==> src/rtl/beep_pkg.sv <==
package beep_pkg;

    localparam int CODE_W  = 8;
    localparam int FIELD_W = 2;
    localparam int GROUPS  = CODE_W / FIELD_W;
    localparam int GRP_W   = $clog2(GROUPS);
    localparam int BEEP_W  = FIELD_W + 1;

    typedef enum logic [1:0] {
        ST_IDLE = 2'd0,
        ST_TONE = 2'd1,
        ST_GAP  = 2'd2
    } beep_state_e;

    typedef struct packed {
        logic [CODE_W-1:0] code;
        logic              alt;
    } beep_req_t;

    // Tone count of a group: coded mode plays field+1, most significant field first.
    function automatic logic [BEEP_W-1:0] group_beeps(input logic [CODE_W-1:0] code,
                                                      input logic alt,
                                                      input logic [GRP_W-1:0] idx);
        logic [FIELD_W-1:0] fld;
        if (alt)
            return (idx == '0) ? BEEP_W'(1) : BEEP_W'(2);
        fld = code[(CODE_W-1 - FIELD_W*int'(idx)) -: FIELD_W];
        return BEEP_W'(fld) + BEEP_W'(1);
    endfunction

    function automatic logic [GRP_W-1:0] last_group(input logic alt);
        return alt ? GRP_W'(1) : GRP_W'(GROUPS-1);
    endfunction

endpackage

==> src/rtl/beep_timer.sv <==
module beep_timer #(
    parameter int CW = 8
) (
    input  logic          clk,
    input  logic          rst,
    input  logic          load,
    input  logic [CW-1:0] load_val,
    output logic          expired
);
    logic [CW-1:0] cnt;

    always_ff @(posedge clk) begin
        if (rst)              cnt <= '0;
        else if (load)        cnt <= load_val;
        else if (cnt != '0)   cnt <= cnt - 1'b1;
    end

    assign expired = (cnt == '0);

    // a loaded count only ever runs down toward zero
    a_r4_count_down: assert property (@(posedge clk) disable iff (rst)
        (!load && cnt != '0) |=> (cnt == $past(cnt) - 1'b1));

endmodule

==> src/rtl/beep_seq.sv <==
module beep_seq
    import beep_pkg::*;
#(
    parameter int SHORT_CYC     = 3,
    parameter int LONG_CYC      = 9,
    parameter int BEAT_GAP_CYC  = 2,
    parameter int GROUP_GAP_CYC = 6,
    parameter int CW            = 4
) (
    input  logic              clk,
    input  logic              rst,
    input  logic              start,
    input  logic              alt_sel,
    input  logic [CODE_W-1:0] err_code,
    input  logic              expired,
    output logic              tmr_load,
    output logic [CW-1:0]     tmr_val,
    output logic              spk_en,
    output logic              busy,
    output logic              done
);
    beep_state_e      state, state_d;
    beep_req_t        req_q, req_d;
    logic [GRP_W-1:0] grp, grp_d;
    logic [BEEP_W-1:0] rem, rem_d;
    logic             done_q, done_d;
    logic             beat_last, grp_final;

    assign beat_last = (rem == BEEP_W'(1));
    assign grp_final = (grp == last_group(req_q.alt));

    always_comb begin
        state_d  = state;
        req_d    = req_q;
        grp_d    = grp;
        rem_d    = rem;
        done_d   = 1'b0;
        tmr_load = 1'b0;
        tmr_val  = '0;
        unique case (state)
            ST_IDLE: if (start) begin
                req_d    = '{code: err_code, alt: alt_sel};
                grp_d    = '0;
                rem_d    = group_beeps(err_code, alt_sel, '0);
                state_d  = ST_TONE;
                tmr_load = 1'b1;
                tmr_val  = alt_sel ? CW'(LONG_CYC - 1) : CW'(SHORT_CYC - 1);
            end
            ST_TONE: if (expired) begin
                state_d  = ST_GAP;
                tmr_load = 1'b1;
                tmr_val  = beat_last ? CW'(GROUP_GAP_CYC - 1) : CW'(BEAT_GAP_CYC - 1);
            end
            ST_GAP: if (expired) begin
                if (beat_last && grp_final) begin
                    state_d = ST_IDLE;
                    done_d  = 1'b1;
                end else begin
                    state_d  = ST_TONE;
                    tmr_load = 1'b1;
                    tmr_val  = CW'(SHORT_CYC - 1);
                    if (beat_last) begin
                        grp_d = grp + 1'b1;
                        rem_d = group_beeps(req_q.code, req_q.alt, grp + 1'b1);
                    end else begin
                        rem_d = rem - 1'b1;
                    end
                end
            end
            default: state_d = ST_IDLE;
        endcase
    end

    always_ff @(posedge clk) begin
        if (rst) begin
            state  <= ST_IDLE;
            req_q  <= '0;
            grp    <= '0;
            rem    <= '0;
            done_q <= 1'b0;
        end else begin
            state  <= state_d;
            req_q  <= req_d;
            grp    <= grp_d;
            rem    <= rem_d;
            done_q <= done_d;
        end
    end

    assign spk_en = (state == ST_TONE);
    assign busy   = (state != ST_IDLE);
    assign done   = done_q;

    a_r1_reset_idle: assert property (@(posedge clk)
        rst |=> (!spk_en && !busy && !done));
    a_r2_start_plays: assert property (@(posedge clk) disable iff (rst)
        (start && !busy) |=> (spk_en && busy));
    a_r7_capture_held: assert property (@(posedge clk) disable iff (rst)
        (busy && start) |=> $stable(req_q));
    a_r8_done_single: assert property (@(posedge clk) disable iff (rst)
        done |=> !done);
    a_r8_done_idle: assert property (@(posedge clk) disable iff (rst)
        done |-> !busy);
    a_r9_spk_in_busy: assert property (@(posedge clk) disable iff (rst)
        spk_en |-> busy);
    a_r3_beats_range: assert property (@(posedge clk) disable iff (rst)
        busy |-> (rem >= BEEP_W'(1) && rem <= BEEP_W'(4)));

endmodule

==> src/rtl/beep_pattern_gen.sv <==
module beep_pattern_gen
    import beep_pkg::*;
#(
    parameter int SHORT_CYC     = 20_000_000,
    parameter int LONG_CYC      = 60_000_000,
    parameter int BEAT_GAP_CYC  = 15_000_000,
    parameter int GROUP_GAP_CYC = 45_000_000
) (
    input  logic       clk,
    input  logic       rst,
    input  logic       start,
    input  logic       alt_sel,
    input  logic [7:0] err_code,
    output logic       spk_en,
    output logic       busy,
    output logic       done
);
    localparam int MAX_A   = (SHORT_CYC > LONG_CYC) ? SHORT_CYC : LONG_CYC;
    localparam int MAX_B   = (BEAT_GAP_CYC > GROUP_GAP_CYC) ? BEAT_GAP_CYC : GROUP_GAP_CYC;
    localparam int MAX_CYC = (MAX_A > MAX_B) ? MAX_A : MAX_B;
    localparam int CW      = $clog2(MAX_CYC + 1);

    logic          tmr_load;
    logic [CW-1:0] tmr_val;
    logic          expired;

    beep_seq #(
        .SHORT_CYC(SHORT_CYC), .LONG_CYC(LONG_CYC),
        .BEAT_GAP_CYC(BEAT_GAP_CYC), .GROUP_GAP_CYC(GROUP_GAP_CYC), .CW(CW)
    ) u_seq (
        .clk(clk), .rst(rst), .start(start), .alt_sel(alt_sel),
        .err_code(err_code), .expired(expired), .tmr_load(tmr_load),
        .tmr_val(tmr_val), .spk_en(spk_en), .busy(busy), .done(done)
    );

    beep_timer #(.CW(CW)) u_tmr (
        .clk(clk), .rst(rst), .load(tmr_load), .load_val(tmr_val), .expired(expired)
    );

endmodule

==> config.mk <==
export PLATFORM = sky130hd
export DESIGN_NAME = beep_pattern_gen
export DESIGN_NICKNAME = d
export VERILOG_FILES = /design/src/rtl/beep_pkg.sv /design/src/rtl/beep_timer.sv /design/src/rtl/beep_seq.sv /design/src/rtl/beep_pattern_gen.sv
export SDC_FILE = /design/constraint.sdc
export NUM_CORES = 1
export LEC_CHECK = 0
export BUFFER_PORTS_ARGS = -buffer_cell sky130_fd_sc_hd__buf_4
export CAP_MARGIN = 15
export CORE_MARGIN = 3
export CORE_UTILIZATION = 50
export DETAILED_ROUTE_END_ITERATION = 6
export PLACE_DENSITY = 0.7
export SYNTH_ARGS = -nofsm -noshare
export SYNTH_HDL_FRONTEND = slang
export SYNTH_HIERARCHICAL = 1
export SYNTH_SLANG_ARGS = --single-unit
==> constraint.sdc <==
create_clock -name clk -period 3.2 [get_ports clk]
set_clock_uncertainty 0.1 [all_clocks]
set_input_delay 0.64 -clock clk [delete_from_list [all_inputs] [get_ports clk]]
set_output_delay 0.64 -clock clk [all_outputs]
set_load 0.03 [all_outputs]
==> summary.txt, run 1 <==
Outcome
  • Outcome: complete, no violations

Critical path
  • Reg2reg setup slack: 0.20 ns
  • CP Max Fanout: 11
  • Register-to-Register Path Depth: 9
  • Crit path cell chain: nor4_2, nand3_1, nor3_1, inv_1, a311oi_2, nor2_2, nand2_2, clkinvlp_2, a311oi_1
  • CP peak stage delay: roughly 0.43 ns
  • Worst Path Required: ~3.3 ns
  • Arrival @ worst endpoint: between 3 and 4 ns
  • Crit end category: register
  • Crit path launch: u_tmr/cnt[22]$_SDFFE_PP0P_
  • Slowest library cell on the worst path: clkinvlp_2
  • Startpoint Class: register
  • Crit Path Class: reg -> reg
  • Critical Path Sink: u_tmr/cnt[15]$_SDFFE_PP0P_
  • Reg2reg start: u_tmr/cnt[22]$_SDFFE_PP0P_
  • R2r endpoint: u_tmr/cnt[15]$_SDFFE_PP0P_

Synth
  • Largest family of logic cells by synthesized area: simple AND/OR/NAND/NOR gates
  • Ys flop type: dfxtp_1
  • Adder-cell share of the synthesized area: 2.85%
  • Library cells used by synthesis: 63
  • Post-synthesis sequential area ratio: 32.7%
  • Area share of the largest cell type after synthesis: approximately a third
  • Multiplexer share of the synthesized area: between 2 and 2.5%
  • Synthesized area: between 2000 and 3000 sq um
  • XOR/XNOR Fraction of Synth Area: about 4.0%
  • Syn nets: between 300 and 400
  • Synth Area in Compound Gates: around 20%
  • EDFF count, synth: 0
  • Post-Synth Simple-Gate Area: between 20% and 30%
  • Synth area leaders: dfxtp_1 (33%), nand2_1 (6.1%), a21oi_1 (4.8%)
  • Synthesis Warnings: 6
  • Post-synthesis cell count: 328
  • Syn avg cell area: 8.03 sq um
  • Register bit count reported by yosys: 43
  • Cell taking the most area after synthesis: dfxtp_1
  • Async set-reset flop share out of synthesis: 0%

Route
  • Vias per std cell: 6.16
  • Routed WL: 6.35 mm
  • DRT iter0 DRCs: 212
  • DR WL/cell: 15.8 um
  • Final ANT Viol Nets: 0
  • Drt pass-1 iters: 5
  • Total number of vias: 2471
  • Drt drc: 0

Finish
  • Final Non-Filler Cells: 401
  • Area grow syn2layout: 8.46%
  • Footprint of the multi-input gates: ~1500 sq um
  • Share of cells above drive strength 1: 16.5%
  • Seq. cell area: roughly 860 sq um
  • Diode count: 0
  • # fillers: about 460
  • Fin nets: 351
  • Post-Route Utilization: 58.2%

Placed design
  • RD Place Congestion: 0.878
  • Buffers on Ports: 14
  • Placed instance count: 389
  • HPWL Detailed: roughly 4.4 mm

Die
  • Initial core utilization: around 54%
  • Die W: 78.6 um
  • Die footprint: ~6200 sq um
  • I/O Pins: 15
  • FP Rows: 25
  • Core area: around 4900 sq um
  • Die Height: between 70 and 80 um

GRT
  • GRT Util Overall: 21.7%
  • Vias in the first global route: 2167
  • Largest net degree at the start of global routing: 40
  • Congestion Overflow GR: 0
  • Initial antenna violation count: 0
  • First-pass GRT wire length: around 11 mm

STA
  • Hold_ws: 0.357 ns
  • Unrepaired setup endpoints after global routing: no
  • Setup-failing EPs final: 0
  • Sum Neg Setup Slack: 0 ns
  • Fin. max-slew vios: 0
  • Min Clock Period, post-route: 3.00 ns
  • Worst Tran Pin Value: 0.869 ns
  • Period Utilization, post-route: a little over nine tenths
  • Rel. slew slack: 41.6%
  • Fmax: 0.333 GHz
  • Final hold violation count: 0

Power
  • Power Dens Cells: 518 nW/um^2
  • VDD IR-drop max: a little over 300 uV
  • Pleak: approximately 1.1 nW

Clock network
  • CTS root buffer: clkbuf_8
  • Clock Tree Buf Depth: 2
  • Clk slew on worst S/H paths: 0.08 ns
  • CTS Sinks: 43
  • H-tree levels: 2
  • Clock Latency Late Sink: 0.30 ns
  • CTS tree: built
  • CTS Buf Count: 5

Worst hold path
  • Hold Crit Class: reg -> reg

Run
  • Max_cap viols: 0
area by class of cell:
type / count / area share (%)
Inverter: 16 / 2.23
Timing Repair inverter: 1 / 0.175
Tap cell: 67 / 2.93
Multi-Input combinational cell: 240 / 54.2
Clock buffer: 8 / 3.50
Sequential cell: 43 / 30.1
Timing Repair Buffer: 26 / 6.83
placed cells by master (no fill, tap or decap), types with 4 or more instances in the layout:
cell	synthesis	routed
a21oi_1	25	25
o31ai_1	6	6
nand2b_1	4	4
inv_1	16	15
or2_2	5	5
nand2_1	43	42
dfxtp_1	43	43
nand4_1	5	5
clkbuf_8	0	7
or3_1	6	6
nor3_1	14	14
buf_4	16	26
o21ai_0	12	12
nor2_1	22	21
a311oi_1	4	4
or4_1	5	5
nor4_1	5	4
ha_1	6	6
xnor2_1	10	10
nand3_1	10	10
state kept, by name, indices dropped and copies added, names as in the netlist:
| signal | count |
|---|---|
| u_seq/rem | 3 |
| u_seq/done | 1 |
| u_seq/state | 2 |
| u_seq/req_q | 9 |
| u_tmr/cnt | 26 |
| u_seq/grp | 2 |
cells in the mapped netlist, types with 3 or more instances:
library cell and n:
xnor2_1 10, or4_1 5, clkbuf_1 9, nand3_1 10, nand4_1 5, o21ai_0 12, o31ai_1 6, nor2_1 22
o211a_1 3, buf_4 16, nand2b_1 4, ha_1 6, nor4_1 5, a311oi_1 4, nand2_1 43, nor3_1 14
or2_2 5, o211ai_1 3, a211o_1 3, nand3b_1 3, inv_1 16, a21oi_1 25, o22ai_1 3, dfxtp_1 43
or3_1 6
cells by family (layout without fill, tap and decap cells):
| family | Yosys count | after routing |
|---|---|---|
| compound gates | 77 | 77 |
| simple gates | 141 | 141 |
| flops | 43 | 43 |
| fa+ha+maj | 6 | 6 |
| other cells | 1 | 1 |
| mux | 3 | 3 |
| xor+xnor | 12 | 12 |
| buf+inv | 45 | 51 |
repair_timing:
| action | CTS | global route |
|---|---|---|
| endpoints found under the setup margin | 0 | 17 |
| buffers inserted | 0 | 3 |
| resized for setup | 0 | 4 |
| hold buffers | 0 | 0 |
stage by stage:
step	setup slack, ns	total power [mW]	instance area (sq um)
after floorplan	0.0469	0.981	2630
after global placement	0.317	1.07	2710
after detailed placement	0.155	1.08	2710
after CTS	0.104	1.47	2810
after global routing	0.0348	1.57	2860
final	0.196	1.48	2860
critical path: cells and delay by family (launching register included):
family                 cells  cell delay [ns]
AO/OA/AOI/OAI              2             0.67
buffers and inverters      2             0.59
flip-flops                 1             0.36
AND/OR/NAND/NOR            5             1.18
metal layers:
| metal | track usage (%) | vias to the layer above | wire, um |
|---|---|---|---|
| met5 | 0 | - | 0 |
| met4 | 7.52 | 0 | 78 |
| met3 | 4.36 | 8 | 445 |
| met2 | 30.8 | 111 | 2760 |
| met1 | 32.2 | 1157 | 3060 |
| li1 | - | 1195 | - |
where the power goes:
part / internal (mW) / switching, mW / total (mW) / leakage, nW
logic: 0.184 / 0.260 / 0.444 / 0.690
registers: 0.586 / 0.0600 / 0.646 / 0.353
clock network: 0.197 / 0.192 / 0.389 / 0.0515
worst min-delay path by stage:
stage          cells past startpoint                   startpoint                     endpoint
2_1_floorplan                      2  u_seq/req_q[1]$_SDFFE_PP0N_  u_seq/req_q[1]$_SDFFE_PP0N_
3_3_place_gp                       2  u_seq/req_q[2]$_SDFFE_PP0N_  u_seq/req_q[2]$_SDFFE_PP0N_
3_5_place_dp                       2  u_seq/req_q[6]$_SDFFE_PP0N_  u_seq/req_q[6]$_SDFFE_PP0N_
4_1_cts                            2  u_seq/req_q[6]$_SDFFE_PP0N_  u_seq/req_q[6]$_SDFFE_PP0N_
5_1_grt                            2  u_seq/req_q[7]$_SDFFE_PP0N_  u_seq/req_q[7]$_SDFFE_PP0N_
6_report                           2  u_seq/req_q[4]$_SDFFE_PP0N_  u_seq/req_q[4]$_SDFFE_PP0N_
Power figures use the tool's default switching activity.
==> run 2: changes to the inputs <==
--- a/config.mk
+++ b/config.mk
@@ -11,6 +11,8 @@
 export CORE_UTILIZATION = 50
 export DETAILED_ROUTE_END_ITERATION = 6
 export PLACE_DENSITY = 0.7
+export SETUP_SLACK_MARGIN = 0.3
+export SLEW_MARGIN = 20
 export SYNTH_ARGS = -nofsm -noshare
 export SYNTH_HDL_FRONTEND = slang
 export SYNTH_HIERARCHICAL = 1
==> run 2 against run 1 <==
Sequential share of layout area shrank 0.17 points. Clock power decreased by 6.9%. Sequential power barely moved. Register-to-register slack better by 0.18 ns. First-iteration DRC count up 2.4%. Core utilization up 0.33 points. Critical path depth is 2 higher. Critical path type unchanged.
==> summary.txt, run 2 (same netlist as run 1, synthesis figures left out) <==
Outcome
  • Outcome: complete, no violations

Route
  • Drt drc: 0 (unchanged)
  • DR WL/cell: 15.6 um (-1.8%)
  • Vias per std cell: 5.97 (-3.2%)
  • Drt pass-1 iters: 5 (unchanged)
  • Routed WL: 6.22 mm (-2.0%)
  • Total number of vias: 2387 (-3.4%)
  • DRT iter0 DRCs: 217 (+2.4%)
  • Final ANT Viol Nets: 0 (unchanged)

Finish
  • # fillers: 476 (+3.9%)
  • Post-Route Utilization: 58.5% (+0.33 points)
  • Number of flip-flops under the largest register name: 26 (unchanged)
  • Seq. cell area: 861 sq um (unchanged)
  • Final Non-Filler Cells: 400 (-0.25%)
  • Largest regs: u_tmr/cnt: 26 flops, u_seq/req_q: 9 flops, u_seq/rem: 3 flops
  • Design Area, Final: 2870 sq um (+0.57%)
  • Most frequent cells in the layout: dfxtp_1 (43), nand2_1 (42), a21oi_1 (25)
  • Diode count: 0 (unchanged)
  • Largest register by flop count: u_tmr/cnt
  • Fin nets: 350 (-0.28%)
  • Share of cells above drive strength 1: 17.4% (+0.95 points)
  • Commonest non-fill, non-tap cell in the layout: dfxtp_1
  • Footprint of the multi-input gates: 1570 sq um (+1.5%)
  • Area grow syn2layout: 9.07%

Clock network
  • Clock Tree Buf Depth: 2 (unchanged)
  • H-tree levels: 2 (unchanged)
  • Hold buffers post-CTS: 0 (unchanged)
  • CTS Sinks: 43 (unchanged)
  • Clk slew on worst S/H paths: 0.09 ns (about the same)
  • Clock Latency Late Sink: 0.30 ns (about the same)
  • CTS tree: built
  • CTS root buffer: clkbuf_8
  • CTS Buf Count: 5 (unchanged)

Critical path
  • Arrival @ worst endpoint: 2.93 ns (-0.18 ns)
  • Startpoint Class: register
  • R2r endpoint: u_tmr/cnt[19]$_SDFFE_PP0P_
  • CP top delay family: simple AND/OR/NAND/NOR gates
  • CP peak stage delay: 0.44 ns (about the same)
  • Crit end category: register
  • Reg2reg start: u_tmr/cnt[25]$_SDFFE_PP0P_
  • Worst Path Required: 3.30 ns (about the same)
  • Slowest library cell on the worst path: nor4_2
  • Register-to-Register Path Depth: 11 (+2)
  • Reg2reg setup slack: 0.37 ns (+0.18 ns)
  • CP Max Fanout: 7 (-4)
  • Most used cell, CP: nor2_1
  • Crit Path Class: reg -> reg
  • CP Buf/Inv Count: 1 (-1)
  • Crit path cell chain: nor4_2, nand3_2, nor3_2, inv_1, a311oi_2, nor2_2, nand2_2, nor2_1, o31ai_2, nor2_1, a211o_1

STA
  • Setup-failing EPs final: 0 (unchanged)
  • Worst Tran Pin Value: 0.616 ns (-0.252 ns)
  • Hold_ws: 0.360 ns (+0.00297 ns)
  • Unrepaired setup endpoints after global routing: yes
  • Worst setup margin: 0.373 ns (+0.177 ns)
  • Sum Neg Setup Slack: 0 ns (unchanged)
  • Period Utilization, post-route: 88.3% (-5.5 points)
  • Fmax: 0.354 GHz (+6.2%)
  • Rel. slew slack: 58.5% (+17 points)
  • Min Clock Period, post-route: 2.83 ns (-0.177 ns)
  • Final hold violation count: 0 (unchanged)
  • Fin. max-slew vios: 0 (unchanged)

Die
  • FP Rows: 25 (unchanged)
  • I/O Pins: 15 (unchanged)
  • Die Height: 78.6 um (unchanged)
  • Die footprint: 6170 sq um (unchanged)
  • Initial core utilization: 53.6% (unchanged)
  • Die W: 78.6 um (unchanged)
  • Core area: 4910 sq um (unchanged)

Worst hold path
  • Hold Path Sink: u_seq/req_q[5]$_SDFFE_PP0N_
  • Hold Crit Class: reg -> reg
  • Hold Crit Depth: 2 (unchanged)
  • Min-delay src: u_seq/req_q[5]$_SDFFE_PP0N_

Power
  • Tot Pwr: 1.45 mW (-1.7%)
  • Pleak: 1.09 nW (-0.19%)
  • Power Dens Cells: 506 nW/um^2 (-2.2%)
  • VDD IR-drop max: 269 uV (-12%)

GRT
  • First-pass GRT wire length: 10.5 mm (-2.1%)
  • Congestion Overflow GR: 0 (unchanged)
  • Initial antenna violation count: 0 (unchanged)
  • GRT Util Overall: 20.7% (-0.98 points)
  • Vias in the first global route: 2239 (+3.3%)
  • Largest net degree at the start of global routing: 40 (unchanged)

Placed design
  • HPWL Detailed: 4.35 mm (-0.46%)
  • Post-place setup slack: 0.389 ns (+0.234 ns)
  • RD Place Congestion: 0.902 (+2.7%)
  • Dpl cell area: 2720 sq um (+0.18%)
  • Placed instance count: 389 (unchanged)
  • Buffers on Ports: 14 (unchanged)

Run
  • Max_cap viols: 0 (unchanged)
-- run 2: changes by cell type in the layout (fill, tap and decap cells not counted), sizes merged --
cell      change
buf           -1
clkinvlp      +1
clkbuf        -3
clkinv        +2
-- run 2: repair_timing --
item / CTS / global route
setup buffers: 0 / 2
gates resized for setup: 0 / 9
setup endpoints to repair: 0 / 19
-- run 2: routing by layer --
layer	GRT usage, %	routed length (um)
met1	26.5	2780
met2	34.8	3030
met3	3.90	302
met4	7.17	102
met5	0	0
-- run 2: how the worst max path moves through the flow --
stage / startpoint / endpoint / slack, ns / cells past startpoint
finish: u_tmr/cnt[25]$_SDFFE_PP0P_ / u_tmr/cnt[19]$_SDFFE_PP0P_ / 0.37 / 11
global route: u_tmr/cnt[25]$_SDFFE_PP0P_ / u_tmr/cnt[1]$_SDFFE_PP0P_ / 0.27 / 10
CTS: u_tmr/cnt[22]$_SDFFE_PP0P_ / u_tmr/cnt[22]$_SDFFE_PP0P_ / 0.35 / 11
detailed placement: u_tmr/cnt[22]$_SDFFE_PP0P_ / u_tmr/cnt[22]$_SDFFE_PP0P_ / 0.39 / 11
global placement: u_tmr/cnt[22]$_SDFFE_PP0P_ / u_tmr/cnt[19]$_SDFFE_PP0P_ / 0.50 / 11
floorplan: u_tmr/cnt[0]$_SDFFE_PP0P_ / u_tmr/cnt[19]$_SDFFE_PP0P_ / 0.33 / 14
-- run 2: worst min-delay path, delay by kind of cell (launching register included) --
family / cells / cell delay [ns]
and+or+nand+nor: 1 / 0.05
DFF: 1 / 0.32
AOI/OAI and AO/OA: 1 / 0.05
-- run 2: cell type report --
cell class	instances	share of cell area, %
inverter	16	2.22
clock inverter	3	0.871
timing repair buffer	25	6.66
clock buffer	5	2.40
sequential	43	30.0
multi-input combinational	240	54.7
tap	67	2.92
timing repair inverter	1	0.261
-- run 2: report_power, final --
group | leakage (nW) | total (mW) | switching [mW] | internal (mW)
logic | 0.695 | 0.446 | 0.261 | 0.184
clock network | 0.0443 | 0.362 | 0.206 | 0.156
registers | 0.353 | 0.646 | 0.0604 | 0.586
total | 1.09 | 1.45 | 0.527 | 0.926
==> run 3: changes to the inputs <==
--- a/config.mk
+++ b/config.mk
@@ -10,6 +10,7 @@
 export CORE_MARGIN = 3
 export CORE_UTILIZATION = 50
 export DETAILED_ROUTE_END_ITERATION = 6
+export MAX_ROUTING_LAYER = met4
 export PLACE_DENSITY = 0.7
 export SETUP_SLACK_MARGIN = 0.3
 export SLEW_MARGIN = 20
==> run 3 against run 2 <==
Sequential share of layout area stayed put. Critical path depth did not move. Global-route usage is 0.54 points higher. Register-to-register slack got worse by 0.02 ns. First-iteration DRC count up 8.8%. Design area stayed put. Maximum frequency fell by 0.55%. Non-clock buffer count is the same. Setup slack worse by 0.016 ns. Clock power about the same. Critical path type unchanged. Largest cell class unchanged.
==> summary.txt, run 3 (same netlist as run 1, synthesis figures left out) <==
Power
  • Clk pwr share: 25.0% (about the same)
  • Tot Pwr: 1.46 mW (+0.33%)
  • Comb pwr share: 30.7% (about the same)
  • VDD IR-drop max: 270 uV (+0.36%)
  • Sw power: 0.532 mW (+0.91%)
  • Power Dens Cells: 508 nW/um^2 (+0.33%)
  • Flop pwr share: 44.3% (-0.2 points)
  • Sw Share: 36.5% (+0.21 points)
  • Pleak: 1.09 nW (unchanged)
  • P_int: 0.926 mW (about the same)

Finish
  • Footprint of the multi-input gates: 1570 sq um (unchanged)
  • Most frequent cells in the layout: dfxtp_1 (43), nand2_1 (42), a21oi_1 (25)
  • Fin nets: 350 (unchanged)
  • Share of cells above drive strength 1: 17.4% (unchanged)
  • Number of flip-flops under the largest register name: 26 (unchanged)
  • Seq. cell area: 861 sq um (unchanged)
  • Commonest non-fill, non-tap cell in the layout: dfxtp_1
  • Area grow syn2layout: 9.07% (unchanged)
  • Largest regs: u_tmr/cnt: 26 flops, u_seq/req_q: 9 flops, u_seq/rem: 3 flops
  • Design Area, Final: 2870 sq um (unchanged)
  • Diode count: 0 (unchanged)
  • Largest register by flop count: u_tmr/cnt
  • # fillers: 476 (unchanged)

Placed design
  • Buffers on Ports: 14 (unchanged)
  • Dpl cell area: 2720 sq um (unchanged)
  • HPWL Detailed: 4.35 mm (unchanged)
  • RD Place Congestion: 0.917 (+1.7%)

Clock network
  • CTS tree: built
  • Clock Tree Buf Depth: 2 (unchanged)
  • Clock Latency Late Sink: 0.30 ns (about the same)
  • CTS Buf Count: 5 (unchanged)
  • CTS root buffer: clkbuf_8
  • CTS Sinks: 43 (unchanged)
  • Clk slew on worst S/H paths: 0.09 ns (about the same)
  • H-tree levels: 2 (unchanged)

Critical path
  • CP Max Fanout: 7 (unchanged)
  • Crit path cell chain: nor4_2, nand3_2, nor3_2, inv_1, a311oi_2, nor2_2, nand2_2, nor2_1, o31ai_2, nor2_1, a211o_1
  • CP Buf/Inv Count: 1 (unchanged)
  • Crit end category: register
  • Most used cell, CP: nor2_1
  • CP top delay family: simple AND/OR/NAND/NOR gates
  • CP peak stage delay: 0.44 ns (about the same)
  • Slowest library cell on the worst path: nor4_2
  • Arrival @ worst endpoint: 2.94 ns (about the same)
  • Startpoint Class: register
  • Worst Path Required: 3.30 ns (about the same)
  • Reg2reg start: u_tmr/cnt[25]$_SDFFE_PP0P_
  • Crit Path Class: reg -> reg
  • Crit path launch: u_tmr/cnt[25]$_SDFFE_PP0P_
  • Reg2reg setup slack: 0.36 ns (-0.02 ns)

STA
  • Fin. max-slew vios: 0 (unchanged)
  • Unrepaired setup endpoints after global routing: yes
  • Fmax: 0.352 GHz (-0.55%)
  • Period Utilization, post-route: 88.8% (+0.49 points)
  • Min Clock Period, post-route: 2.84 ns (+0.0157 ns)
  • Worst Tran Pin Value: 0.620 ns (+0.00318 ns)
  • Hold_ws: 0.360 ns (+0.0000320 ns)
  • Final hold violation count: 0 (unchanged)
  • Setup-failing EPs final: 0 (unchanged)
  • Sum Neg Setup Slack: 0 ns (unchanged)
  • Rel. slew slack: 58.3% (-0.21 points)

Die
  • Core area: 4910 sq um (unchanged)
  • Die footprint: 6170 sq um (unchanged)
  • Die Height: 78.6 um (unchanged)
  • Initial core utilization: 53.6% (unchanged)
  • Die W: 78.6 um (unchanged)
  • I/O Pins: 15 (unchanged)
  • FP Rows: 25 (unchanged)

Route
  • DRT iter0 DRCs: 236 (+8.8%)
  • Routed WL: 6.26 mm (+0.61%)
  • Drt drc: 0 (unchanged)
  • DR WL/cell: 15.7 um (+0.61%)
  • Drt pass-1 iters: 6 (+1)
  • Total number of vias: 2409 (+0.92%)
  • Final ANT Viol Nets: 0 (unchanged)
  • Vias per std cell: 6.02 (+0.92%)

Run
  • Max_cap viols: 0 (unchanged)

GRT
  • Initial antenna violation count: 0 (unchanged)
  • First-pass GRT wire length: 10.5 mm (-0.13%)
  • GRT Util Overall: 21.3% (+0.54 points)
  • Largest net degree at the start of global routing: 40 (unchanged)
  • Vias in the first global route: 2242 (+0.13%)
  • Congestion Overflow GR: 0 (unchanged)

Outcome
  • Outcome: complete, no violations

Worst hold path
  • Hold Crit Class: reg -> reg
  • Min-delay src: u_seq/req_q[5]$_SDFFE_PP0N_
run 3: cell counts in the layout (fill, tap and decap cells not counted):
Identical to the previous run, type by type.
run 3: timing repair:
item	4_1_cts	5_1_grt
hold buffers	0	0
resized for setup	0	9
endpoints found under the setup margin	0	19
setup buffers	0	2
run 3: layer usage:
metal / track usage (%) / up-vias / part of all wire [%]
li1: - / 1188 / -
met1: 26.4 / 1132 / 44
met2: 34.8 / 73 / 49
met3: 3.90 / 16 / 5.0
met4: 7.17 / 0 / 1.9
met5: - / - / 0
run 3: area by class of cell:
class / instances / share of cell area [%]
tap: 67 / 2.92
clock inverter: 3 / 0.871
timing repair buffer: 25 / 6.66
inverter: 16 / 2.22
multi-input combinational: 240 / 54.7
timing repair inverter: 1 / 0.261
sequential: 43 / 30.0
clock buffer: 5 / 2.40
run 3: power groups by stage:
stage | Combinational (mW) | Sequential (mW) | Clock, mW
final | 0.448 | 0.646 | 0.365
after global routing | 0.493 | 0.654 | 0.397
after CTS | 0.424 | 0.643 | 0.368
after detailed placement | 0.420 | 0.655 | 0
after global placement | 0.418 | 0.653 | 0
after floorplan | 0.341 | 0.642 | 0
run 3: worst min-delay path, cell delays in order, from the launching register on:
cell and delay (ns):
dfxtp_1 0.32, nand2_1 0.05, a21oi_1 0.05
run 3: path summary, 6_finish.rpt:
kind / end / depth (start not counted)
setup / recovery: u_tmr/cnt[19]$_SDFFE_PP0P_ / 11
hold / removal: u_seq/req_q[5]$_SDFFE_PP0N_ / 2
setup reg to reg: u_tmr/cnt[19]$_SDFFE_PP0P_ / 11
hold reg to reg: u_seq/req_q[5]$_SDFFE_PP0N_ / 2
run 3: through the flow:
| stage | std cells | utilization, % | setup WS, ns |
|---|---|---|---|
| 2_1_floorplan | 328 | - | 0.333 |
| 3_3_place_gp | 389 | 55.4 | 0.499 |
| 3_5_place_dp | 389 | 55.4 | 0.389 |
| 4_1_cts | 397 | 57.3 | 0.352 |
| 5_1_grt | 400 | 58.5 | 0.274 |
| 6_report | 400 | 58.5 | 0.357 |
